==> src/rtl/spiq_pkg.sv <==
package spiq_pkg;
    localparam int REG_W = 11;

    localparam logic [2:0] A_MODE = 3'd0;
    localparam logic [2:0] A_CTRL = 3'd1;
    localparam logic [2:0] A_WRAP = 3'd2;
    localparam logic [2:0] A_FLAG = 3'd3;
    localparam logic [2:0] A_PTR  = 3'd4;
    localparam logic [2:0] A_DATA = 3'd5;

    localparam logic [1:0] RG_TX  = 2'd0;
    localparam logic [1:0] RG_RX  = 2'd1;
    localparam logic [1:0] RG_CMD = 2'd2;

    typedef enum logic [2:0] {
        SQ_IDLE,
        SQ_LEAD,
        SQ_SHIFT,
        SQ_TRAIL,
        SQ_GAP
    } sq_state_t;
endpackage

==> src/rtl/spiq_regs.sv <==
module spiq_regs
    import spiq_pkg::*;
#(
    parameter int DEPTH = 16,
    parameter int DW    = 8,
    localparam int AW   = $clog2(DEPTH)
) (
    input  logic              clk,
    input  logic              rst_n,
    input  logic              bus_wr,
    input  logic              bus_rd,
    input  logic [2:0]        bus_addr,
    input  logic [REG_W-1:0]  bus_wdata,
    output logic [REG_W-1:0]  bus_rdata,
    output logic [7:0]        div,
    output logic              cpha,
    output logic              cpol,
    output logic              mstr,
    output logic [AW-1:0]     endp,
    output logic              cs_idle,
    output logic              start,
    input  logic              busy,
    input  logic              done_set,
    input  logic [AW-1:0]     fetch_idx,
    output logic [DW-1:0]     fetch_tx,
    input  logic [AW-1:0]     cur_idx,
    output logic              cur_cont,
    input  logic              rx_we,
    input  logic [DW-1:0]     rx_data
);
    logic [10:0]   mode_q;
    logic [AW-1:0] endp_q, ptr_q;
    logic          idle_q, done_q;
    logic [1:0]    region_q;
    logic [DW-1:0] tx_mem [DEPTH];
    logic [DW-1:0] rx_mem [DEPTH];
    logic [1:0]    cmd_mem [DEPTH];

    wire data_wr  = bus_wr && bus_addr == A_DATA;
    wire data_rd  = bus_rd && bus_addr == A_DATA;
    wire flag_clr = bus_wr && bus_addr == A_FLAG && bus_wdata[0];

    assign div     = mode_q[7:0];
    assign cpha    = mode_q[8];
    assign cpol    = mode_q[9];
    assign mstr    = mode_q[10];
    assign endp    = endp_q;
    assign cs_idle = idle_q;
    assign start   = bus_wr && bus_addr == A_CTRL && bus_wdata[0] && mstr && !busy;
    assign fetch_tx = tx_mem[fetch_idx];
    assign cur_cont = cmd_mem[cur_idx][0];

    always_ff @(posedge clk or negedge rst_n) begin
        if (!rst_n) begin
            mode_q   <= '0;
            endp_q   <= '0;
            idle_q   <= 1'b1;
            done_q   <= 1'b0;
            region_q <= RG_TX;
            ptr_q    <= '0;
        end else begin
            if (done_set)      done_q <= 1'b1;
            else if (flag_clr) done_q <= 1'b0;
            if (bus_wr) begin
                case (bus_addr)
                    A_MODE: mode_q <= bus_wdata[10:0];
                    A_WRAP: begin
                        endp_q <= bus_wdata[AW-1:0];
                        idle_q <= bus_wdata[8];
                    end
                    A_PTR: begin
                        region_q <= bus_wdata[9:8];
                        ptr_q    <= bus_wdata[AW-1:0];
                    end
                    default: ;
                endcase
            end
            if (data_wr || data_rd) ptr_q <= ptr_q + 1'b1;
        end
    end

    always_ff @(posedge clk) begin
        if (data_wr && region_q == RG_TX)  tx_mem[ptr_q]  <= bus_wdata[DW-1:0];
        if (data_wr && region_q == RG_CMD) cmd_mem[ptr_q] <= bus_wdata[1:0];
        if (rx_we)
            rx_mem[cur_idx] <= rx_data;
        else if (data_wr && region_q == RG_RX)
            rx_mem[ptr_q] <= bus_wdata[DW-1:0];
    end

    always_comb begin
        bus_rdata = '0;
        case (bus_addr)
            A_MODE: bus_rdata = mode_q;
            A_CTRL: bus_rdata[0] = busy;
            A_WRAP: begin
                bus_rdata[AW-1:0] = endp_q;
                bus_rdata[8]      = idle_q;
            end
            A_FLAG: bus_rdata[0] = done_q;
            A_PTR: begin
                bus_rdata[AW-1:0] = ptr_q;
                bus_rdata[9:8]    = region_q;
            end
            A_DATA: begin
                case (region_q)
                    RG_TX:   bus_rdata[DW-1:0] = tx_mem[ptr_q];
                    RG_RX:   bus_rdata[DW-1:0] = rx_mem[ptr_q];
                    RG_CMD:  bus_rdata[1:0]    = cmd_mem[ptr_q];
                    default: ;
                endcase
            end
            default: ;
        endcase
    end

    AST_DONE_IDLE: assert property (@(posedge clk) disable iff (!rst_n)
        $rose(done_q) |-> !busy);
    AST_START_GATED: assert property (@(posedge clk) disable iff (!rst_n)
        start |-> mstr);
    AST_DONE_HOLD: assert property (@(posedge clk) disable iff (!rst_n)
        (done_q && !flag_clr) |=> done_q);
endmodule

==> src/rtl/spiq_seq.sv <==
module spiq_seq
    import spiq_pkg::*;
#(
    parameter int DEPTH = 16,
    parameter int DW    = 8,
    parameter int DIVW  = 8,
    localparam int AW   = $clog2(DEPTH),
    localparam int EW   = $clog2(2*DW),
    localparam int CW   = DIVW + 2
) (
    input  logic          clk,
    input  logic          rst_n,
    input  logic          start,
    input  logic [DIVW-1:0] div,
    input  logic          cpha,
    input  logic [AW-1:0] endp,
    input  logic [DW-1:0] fetch_tx,
    input  logic          cur_cont,
    input  logic          miso,
    output logic [AW-1:0] fetch_idx,
    output logic [AW-1:0] idx,
    output logic          rx_we,
    output logic [DW-1:0] rx_data,
    output logic          busy,
    output logic          done_set,
    output logic          sck_ph,
    output logic          mosi,
    output logic          cs_act
);
    localparam logic [EW-1:0] LAST_EDGE = EW'(2*DW-1);

    sq_state_t     state, nstate;
    logic [CW-1:0] cnt, half;
    logic [EW-1:0] ecnt;
    logic [DW-1:0] txs, rxs;

    assign half     = (div < 2) ? CW'(2) : CW'(div);
    wire   half_end = (cnt == half - 1'b1);
    wire   gap_end  = (cnt == {half[CW-2:0], 1'b0} - 1'b1);
    wire   last     = (idx == endp);

    assign busy     = (state != SQ_IDLE);
    assign rx_we    = (state == SQ_TRAIL) && half_end;
    assign done_set = rx_we && last;
    assign rx_data  = rxs;

    always_comb begin
        unique case (state)
            SQ_IDLE:  fetch_idx = '0;
            SQ_TRAIL: fetch_idx = idx + 1'b1;
            default:  fetch_idx = idx;
        endcase
    end

    always_ff @(posedge clk or negedge rst_n) begin
        if (!rst_n) state <= SQ_IDLE;
        else        state <= nstate;
    end

    always_comb begin
        nstate = state;
        unique case (state)
            SQ_IDLE:  if (start) nstate = SQ_LEAD;
            SQ_LEAD:  if (half_end) nstate = SQ_SHIFT;
            SQ_SHIFT: if (half_end && ecnt == LAST_EDGE) nstate = SQ_TRAIL;
            SQ_TRAIL: if (half_end) nstate = last ? SQ_IDLE : (cur_cont ? SQ_LEAD : SQ_GAP);
            SQ_GAP:   if (gap_end) nstate = SQ_LEAD;
            default:  nstate = SQ_IDLE;
        endcase
    end

    always_ff @(posedge clk or negedge rst_n) begin
        if (!rst_n) begin
            cnt <= '0; ecnt <= '0; idx <= '0; txs <= '0; rxs <= '0;
            sck_ph <= 1'b0; mosi <= 1'b0; cs_act <= 1'b0;
        end else begin
            if (state == SQ_IDLE || (state == SQ_GAP ? gap_end : half_end)) cnt <= '0;
            else cnt <= cnt + 1'b1;
            unique case (state)
                SQ_IDLE: if (start) begin
                    idx <= '0; cs_act <= 1'b1;
                    txs <= cpha ? fetch_tx : fetch_tx << 1;
                    mosi <= fetch_tx[DW-1]; rxs <= '0; ecnt <= '0; sck_ph <= 1'b0;
                end
                SQ_LEAD: ;
                SQ_SHIFT: if (half_end) begin
                    sck_ph <= ~sck_ph;
                    ecnt   <= ecnt + 1'b1;
                    if (!sck_ph) begin
                        if (!cpha) rxs <= {rxs[DW-2:0], miso};
                        else begin mosi <= txs[DW-1]; txs <= txs << 1; end
                    end else begin
                        if (cpha) rxs <= {rxs[DW-2:0], miso};
                        else if (ecnt != LAST_EDGE) begin mosi <= txs[DW-1]; txs <= txs << 1; end
                    end
                end
                SQ_TRAIL: if (half_end) begin
                    if (last) cs_act <= 1'b0;
                    else begin
                        idx <= idx + 1'b1;
                        if (cur_cont) begin
                            txs <= cpha ? fetch_tx : fetch_tx << 1;
                            mosi <= fetch_tx[DW-1]; rxs <= '0; ecnt <= '0;
                        end else cs_act <= 1'b0;
                    end
                end
                SQ_GAP: if (gap_end) begin
                    cs_act <= 1'b1;
                    txs <= cpha ? fetch_tx : fetch_tx << 1;
                    mosi <= fetch_tx[DW-1]; rxs <= '0; ecnt <= '0;
                end
                default: ;
            endcase
        end
    end

    AST_IDLE_QUIET: assert property (@(posedge clk) disable iff (!rst_n)
        (state == SQ_IDLE) |-> (!sck_ph && !cs_act));
    AST_IDX_LIMIT: assert property (@(posedge clk) disable iff (!rst_n)
        (state != SQ_IDLE) |-> (idx <= endp));
    AST_TRAIL_CLK: assert property (@(posedge clk) disable iff (!rst_n)
        (state == SQ_TRAIL) |-> (!sck_ph && ecnt == '0));
    AST_GAP_CS: assert property (@(posedge clk) disable iff (!rst_n)
        (state == SQ_GAP) |-> !cs_act);
    AST_CONT_CS: assert property (@(posedge clk) disable iff (!rst_n)
        ($past(state) == SQ_TRAIL && state == SQ_LEAD) |-> cs_act);
endmodule

==> src/rtl/spi_queue_master.sv <==
module spi_queue_master
    import spiq_pkg::*;
#(
    parameter int DEPTH = 16,
    parameter int DW    = 8
) (
    input  logic             clk,
    input  logic             rst_n,
    input  logic             bus_wr,
    input  logic             bus_rd,
    input  logic [2:0]       bus_addr,
    input  logic [REG_W-1:0] bus_wdata,
    output logic [REG_W-1:0] bus_rdata,
    output logic             sck_o,
    output logic             sck_oe,
    output logic             mosi_o,
    output logic             mosi_oe,
    input  logic             miso_i,
    output logic             cs_o
);
    localparam int AW = $clog2(DEPTH);

    logic [7:0]    div;
    logic          cpha, cpol, mstr, cs_idle, start, busy, done_set;
    logic          cur_cont, rx_we, sck_ph, cs_act;
    logic [AW-1:0] endp, fetch_idx, idx;
    logic [DW-1:0] fetch_tx, rx_data;

    spiq_regs #(.DEPTH(DEPTH), .DW(DW)) u_regs (
        .clk(clk), .rst_n(rst_n), .bus_wr(bus_wr), .bus_rd(bus_rd),
        .bus_addr(bus_addr), .bus_wdata(bus_wdata), .bus_rdata(bus_rdata),
        .div(div), .cpha(cpha), .cpol(cpol), .mstr(mstr), .endp(endp),
        .cs_idle(cs_idle), .start(start), .busy(busy), .done_set(done_set),
        .fetch_idx(fetch_idx), .fetch_tx(fetch_tx), .cur_idx(idx),
        .cur_cont(cur_cont), .rx_we(rx_we), .rx_data(rx_data)
    );

    spiq_seq #(.DEPTH(DEPTH), .DW(DW), .DIVW(8)) u_seq (
        .clk(clk), .rst_n(rst_n), .start(start), .div(div), .cpha(cpha),
        .endp(endp), .fetch_tx(fetch_tx), .cur_cont(cur_cont), .miso(miso_i),
        .fetch_idx(fetch_idx), .idx(idx), .rx_we(rx_we), .rx_data(rx_data),
        .busy(busy), .done_set(done_set), .sck_ph(sck_ph), .mosi(mosi_o),
        .cs_act(cs_act)
    );

    assign sck_o   = cpol ^ sck_ph;
    assign sck_oe  = mstr;
    assign mosi_oe = mstr;
    assign cs_o    = cs_idle ^ cs_act;

    AST_CS_LEVEL: assert property (@(posedge clk) disable iff (!rst_n)
        !busy |-> (cs_o == cs_idle));
endmodule

==> config.mk <==
export PLATFORM = sky130hd
export DESIGN_NAME = spi_queue_master
export DESIGN_NICKNAME = d
export VERILOG_FILES = /design/src/rtl/spiq_pkg.sv /design/src/rtl/spiq_regs.sv /design/src/rtl/spiq_seq.sv /design/src/rtl/spi_queue_master.sv
export SDC_FILE = /design/constraint.sdc
export NUM_CORES = 1
export LEC_CHECK = 0
export ABC_AREA = 1
export BUFFER_PORTS_ARGS = -buffer_cell sky130_fd_sc_hd__buf_4
export CAP_MARGIN = 20
export CORE_UTILIZATION = 65
export CTS_CLUSTER_SIZE = 8
export DETAILED_ROUTE_END_ITERATION = 16
export PLACE_DENSITY = 0.82
export SETUP_SLACK_MARGIN = 0.1
export SLEW_MARGIN = 20
export SYNTH_ARGS = -nofsm -noshare
export SYNTH_HDL_FRONTEND = slang
export SYNTH_HIERARCHICAL = 1
export SYNTH_SLANG_ARGS = --single-unit
export TNS_END_PERCENT = 10
==> constraint.sdc <==
create_clock -name clk -period 5.55 [get_ports clk]
set_input_delay 0.555 -clock clk [delete_from_list [all_inputs] [get_ports clk]]
set_output_delay 0.555 -clock clk [all_outputs]
set_load 0.1 [all_outputs]
==> run summary, run 1 <==
outcome: finished clean
Mapped Area: 17700 um^2
placed wire-length estimate: 29590 um
PwrDens: 450.1 nW/um^2
CP arrival: 4.74 ns
worst slew pin tran: 1.086 ns
worst setup path class: reg2reg
Skew-Pair Late Insertion Delay: 0.56 ns
Cells after Synth: 1995
critical-path maximum fanout: 24
hold buffers post-CTS: 0
Area after DPL: 18230 um^2
Max Clock Freq: 218.6 MHz
Mapped Nets: 2022
largest net degree at the start of global routing: 206
ys async rst share: 17.95%
Syn-to-layout area delta: 10.72%
reg-to-reg setup timing slack: 0.98 ns
share of layout cells above drive strength 1: 8.604%
synth warn: 6
crit path launch: u_regs/mode_q[5]
GRT Residual Overflow: 0
Layout Nets: 2042
post-CTS resize count: 0
Synth Flop Type: edfxtp_1
post-route setup TNS: 0 ns
CTS tree: done
final setup violation count: 0
Final period util: 82.41%
CP Capture Type: register
# diodes: 0
H-tree depth: 2
max-cap violations: 0
starting density of the core: 66.03%
Avg WL per Cell: 20.02 um
Non-Filler Cell Area, Final: 19590 um^2
initial antenna violation count: 1
RR Startpoint: u_regs/mode_q[5]
Max-slew headroom: 27.02%
Post-synth EDFFs: 288
Hold WC Path Type: in2async
Port Buffers: 34
first-pass GRT wire length: 73550 um
vias per std cell: 6.210
Final Hold Fails: 0
CP Launch Type: register
vias in the first global route: 13829
Slew Viols, Final: 0
Leak: 8.180 nW
Routed WL: 47560 um
First-pass DRT Iterations: 6
post-synthesis sequential area ratio: 57.79%
Initial DRC Count: 2146
capture point of the worst reg-to-reg path: u_regs/rx_mem[12][0]
Unique masters post-synth: 45
IO Pins: 35
core footprint: 26800 um^2
VDD IR-drop max: 0.2695 mV
CTS sink cnt: 351
syn avg cell area: 8.870 um^2
fill cell count: 1904
Yosys reg bits: 351
die height: 167.0 um
Die ar.: 27890 um^2
RSZ-0062 raised after global routing: false
Vias: 14748
R2R cell count: 22
postcts setup bufs: 0
Worst EP required: 5.71 ns
antenna viol nets, final: 0
Clock Path Buffers: 3
minimum clock period: 4.574 ns
routability congestion estimate from global placement: 0.9310
Reg clk slew, reported paths: 0.05 ns
drc violations: 0
die width: 167.0 um
CTS buffer count: 49
Rows: 60
clk_skew: 0.01483 ns
global-route usage over all layers: 34.08%
clk root buf: clkbuf_16
-- cell families after synthesis --
group	synth area share, %
and+or+nand+nor	22.27
AOI/OAI and AO/OA	11.68
xor gates and xnor gates	0.4879
buffers and inverters	7.149
muxes	0.06363
DFF	57.79
adders and majority gates	0.5657
-- power breakdown --
group	leakage (nW)	total, mW	switching, mW	internal [mW]
clock network	0.654	2.67	1.05	1.62
registers	3.50	3.11	0.129	2.98
logic	4.03	3.03	2.23	0.800
-- layer usage --
metal | GRT usage [%] | wire [um] | up-vias
li1 | - | - | 6712
met1 | 47.31 | 17870 | 6855
met4 | 14.61 | 1785 | 0
met5 | 0 | 0 | -
met2 | 52.37 | 21780 | 1031
met3 | 7.082 | 6126 | 150
-- critical path, cell delays in order, from the launching register on --
cell and delay (ns):
dfrtp_1 0.44, nor2_2 0.19, nand2_2 0.11, o21ai_2 0.16, inv_1 0.06, ha_1 0.33, nand2_1 0.07, o21ai_0 0.07
nor2_1 0.09, nand2_1 0.06, nor2_1 0.10, nand3_1 0.08, nor2_1 0.08, nand2_1 0.06, nor2_2 0.13, nand3_4 0.14
nor2_1 0.14, inv_1 0.09, nand3_4 0.27, nand2_1 0.10, o21ai_1 0.28, inv_1 0.20, nor3_1 0.91
-- final cells by class --
| cell class | count | area [um^2] | share of cell area, % |
|---|---|---|---|
| Multi-Input combinational cell | 1330 | 6259 | 31.94 |
| Clock inverter | 2 | 36.28 | 0.1852 |
| Clock buffer | 68 | 1319 | 6.731 |
| Timing Repair Buffer | 62 | 490.5 | 2.503 |
| Sequential cell | 351 | 10230 | 52.22 |
| Tap cell | 341 | 426.7 | 2.178 |
| Inverter | 221 | 830.8 | 4.240 |
-- per-stage QoR --
stage                     hold WS [ns]  worst slack (ns)  utilization, %  instances  total power [mW]
final                          0.09429            0.9760           73.10       2375             8.819
after floorplan                 0.2594             1.912               -       1995             5.272
after CTS                       0.1255             1.144           73.06       2375             8.736
after global routing            0.1801            0.6316           73.10       2375             9.209
after detailed placement        0.4627             1.138           68.01       2305             6.060
after global placement          0.4560             1.332           67.97       2305             5.985
-- cells in the mapped netlist (6+ instances only) --
| cell type | number | area share, % |
|---|---|---|
| nand2_1 | 553 | 12 |
| buf_4 | 8 | 0.34 |
| o221ai_1 | 8 | 0.40 |
| nor2_2 | 9 | 0.32 |
| o22ai_1 | 6 | 0.21 |
| nand3_1 | 97 | 2.7 |
| a21oi_1 | 83 | 2.3 |
| edfxtp_1 | 288 | 49 |
| nor3_1 | 45 | 1.3 |
| dfrtp_1 | 62 | 8.8 |
| o211ai_1 | 49 | 2.1 |
| clkbuf_1 | 50 | 1.1 |
| clkinv_1 | 7 | 0.15 |
| xor2_1 | 8 | 0.40 |
| buf_2 | 33 | 0.93 |
| nand4_1 | 12 | 0.42 |
| o21ai_1 | 6 | 0.17 |
| ha_1 | 8 | 0.57 |
| o21ai_0 | 202 | 5.7 |
| inv_2 | 7 | 0.15 |
| nor2_1 | 189 | 4.0 |
| nand2_2 | 10 | 0.35 |
| inv_1 | 207 | 4.4 |
-- cell usage in the layout (no fill, tap or decap), types with 9 or more instances in the layout --
| cell type | synthesis | routed |
|---|---|---|
| nand2_2 | 10 | 10 |
| nand4_1 | 12 | 12 |
| edfxtp_1 | 288 | 288 |
| clkbuf_16 | 0 | 50 |
| o21ai_0 | 202 | 191 |
| nand2_1 | 553 | 553 |
| dfrtp_1 | 62 | 60 |
| o21ai_1 | 6 | 12 |
| o211ai_1 | 49 | 49 |
| buf_4 | 8 | 60 |
| inv_1 | 207 | 207 |
| nand3_1 | 97 | 97 |
| clkbuf_1 | 50 | 18 |
| nor3_1 | 45 | 41 |
| nor2_1 | 189 | 189 |
| nor2_2 | 9 | 9 |
| a21oi_1 | 83 | 83 |
-- flip-flops by register name (all words and copies together), names as in the netlist, 4 cells and up --
name / count
u_regs/mode_q: 11
u_regs/tx_mem: 128
u_regs/ptr_q: 4
u_regs/endp: 4
u_regs/cmd_mem: 32
u_seq/rx_data: 8
u_seq/cnt: 10
u_seq/idx: 4
u_seq/ecnt: 4
u_regs/rx_mem: 128
u_seq/txs: 8
-- worst max path at each step --
stage,cells past startpoint,slack (ns),to
3_3_place_gp,22,1.33,u_regs/rx_mem[15][2]
3_5_place_dp,22,1.14,u_regs/rx_mem[12][1]
6_report,22,0.98,u_regs/rx_mem[12][0]
4_1_cts,22,1.14,u_regs/rx_mem[12][1]
5_1_grt,23,0.63,u_regs/rx_mem[12][1]
2_1_floorplan,23,1.91,u_regs/rx_mem[13][0]
(Power assumes the default switching activity.)
==> run 2: changes to the inputs <==
Settings changed: CORE_UTILIZATION 65 to 57, PLACE_DENSITY 0.82 to 0.76.
Clock period 5.55 ns to 3.75 ns, I/O delays scaled along.
==> run summary, run 2 (synthesis results as in run 1) <==
starting density of the core: 57.85%
Non-Filler Cell Area, Final: 20140 um^2
Initial DRC Count: 1848
final setup violation count: 0
Hold WC Path Type: in2reg
# diodes: 0
share of layout cells above drive strength 1: 11.43%
CP Launch Type: register
clk root buf: clkbuf_16
Placed Cells: 2404
fin cells: 2478
antenna viol nets, final: 0
Vias: 14676
H-tree depth: 2
critical-path maximum fanout: 12
vias in the first global route: 13616
pre-CTS setup slack: 0.1653 ns
Clock Path Buffers: 3
VDD IR-drop max: 0.3989 mV
Rows: 64
Port Buffers: 34
CP Capture Type: output port
Die ar.: 31750 um^2
largest registers: u_regs/rx_mem (128), u_regs/tx_mem (128), u_regs/cmd_mem (32)
die width: 178.2 um
Slew Viols, Final: 0
CP arrival: 3.07 ns
global-route usage over all layers: 30.14%
most common cell after layout, fill and taps aside: nand2_1
First-pass DRT Iterations: 6
routability congestion estimate from global placement: 0.9179
die height: 178.2 um
outcome: finished clean
Worst EP required: 3.38 ns
worst setup margin: 0.3054 ns
post-route setup TNS: 0 ns
commonest non-fill, non-tap cells in the layout: nand2_1 (551), edfxtp_1 (288), inv_1 (205)
largest net degree at the start of global routing: 120
Max-slew headroom: 44.69%
Routed WL: 48050 um
worst setup path class: reg2out
core footprint: 30590 um^2
CTS tree: done
IO Pins: 35
Syn-to-layout area delta: 13.82%
Leak: 8.438 nW
max-cap violations: 0
clk_skew: 0.01168 ns
worst slew pin tran: 0.8296 ns
reg-to-reg setup timing slack: 0.34 ns
drc violations: 0
RSZ-0062 raised after global routing: true
Reg clk slew, reported paths: 0.05 ns
minimum clock period: 3.445 ns
CTS buffer count: 49
Area after DPL: 18640 um^2
Avg WL per Cell: 19.39 um
Final period util: 91.86%
fill cell count: 2382
Final Hold Fails: 0
initial antenna violation count: 1
GRT Residual Overflow: 0
first-pass GRT wire length: 72930 um
CTS sink cnt: 351
Final Total Pwr: 13.21 mW
PwrDens: 655.9 nW/um^2
Max Clock Freq: 290.3 MHz
Skew-Pair Late Insertion Delay: 0.56 ns
Layout Nets: 2092
vias per std cell: 5.923
placed wire-length estimate: 30480 um
[run 2: cell count changes in the layout (fill, tap and decap cells not counted), sizes merged]
cell and delta:
nand3 +1, clkbuf -2, clkinv -1, inv +1, buf +48, dlygate4sd3 +1
[run 2: final cells by class]
type	instances	area (um^2)	share of cell area (%)
Inverter	221	829.5	4.119
Clock buffer	66	1311	6.510
Tap cell	396	495.5	2.460
Clock inverter	2	36.28	0.1801
Multi-Input combinational cell	1331	6337	31.46
Sequential cell	351	10230	50.81
Timing Repair Buffer	111	898.4	4.460
[run 2: timing repair]
item / in CTS / in global routing
gates resized for setup: 0 / 26
hold buffers: 1 / 0
hold endpoints to repair: 62 / 0
endpoints found under the setup margin: 0 / 256
setup buffers: 0 / 4
[run 2: critical path, cell delays in order, from the launching register on]
cell     delay, ns
dfrtp_1       0.46
inv_1         0.22
nor2_2        0.54
buf_4         0.27
nand2_1       0.09
nand2_1       0.14
o21ai_0       0.13
nand3_1       0.16
nand2_1       0.12
nand2_1       0.10
buf_4         0.29
[run 2: final timing paths]
check,startpoint,to,cells after the start
hold / removal,bus_wdata[9],u_regs/region_q[1],3
setup reg to reg,u_regs/mode_q[3],u_regs/rx_mem[7][2],24
setup / recovery,u_regs/ptr_q[3],bus_rdata[0],10
min in group asynchronous,rst_n,u_seq/txs[4],2
max in group asynchronous,rst_n,u_regs/ptr_q[0],2
hold reg to reg,u_seq/mosi,u_seq/mosi,2
[run 2: power breakdown]
group / switching [mW] / internal (mW)
Clock: 1.58 / 2.40
Sequential: 0.163 / 4.42
Combinational: 3.34 / 1.31
Total: 5.08 / 8.13
[run 2: metrics by stage]
| stage | util, % | hold WS [ns] |
|---|---|---|
| after floorplan | - | 0.07941 |
| after global placement | 60.94 | 0.4542 |
| after detailed placement | 60.94 | 0.4582 |
| after CTS | 65.38 | 0.05457 |
| after global routing | 65.85 | 0.06737 |
| final | 65.85 | 0.05791 |
[run 2: routing by layer]
| metal | global-route usage, % | vias up | part of all wire [%] |
|---|---|---|---|
| li1 | - | 6810 | - |
| met1 | 41.02 | 6895 | 40 |
| met2 | 47.42 | 836 | 46 |
| met3 | 5.989 | 133 | 11 |
| met4 | 12.32 | 2 | 3.6 |
| met5 | 0 | - | 0.027 |
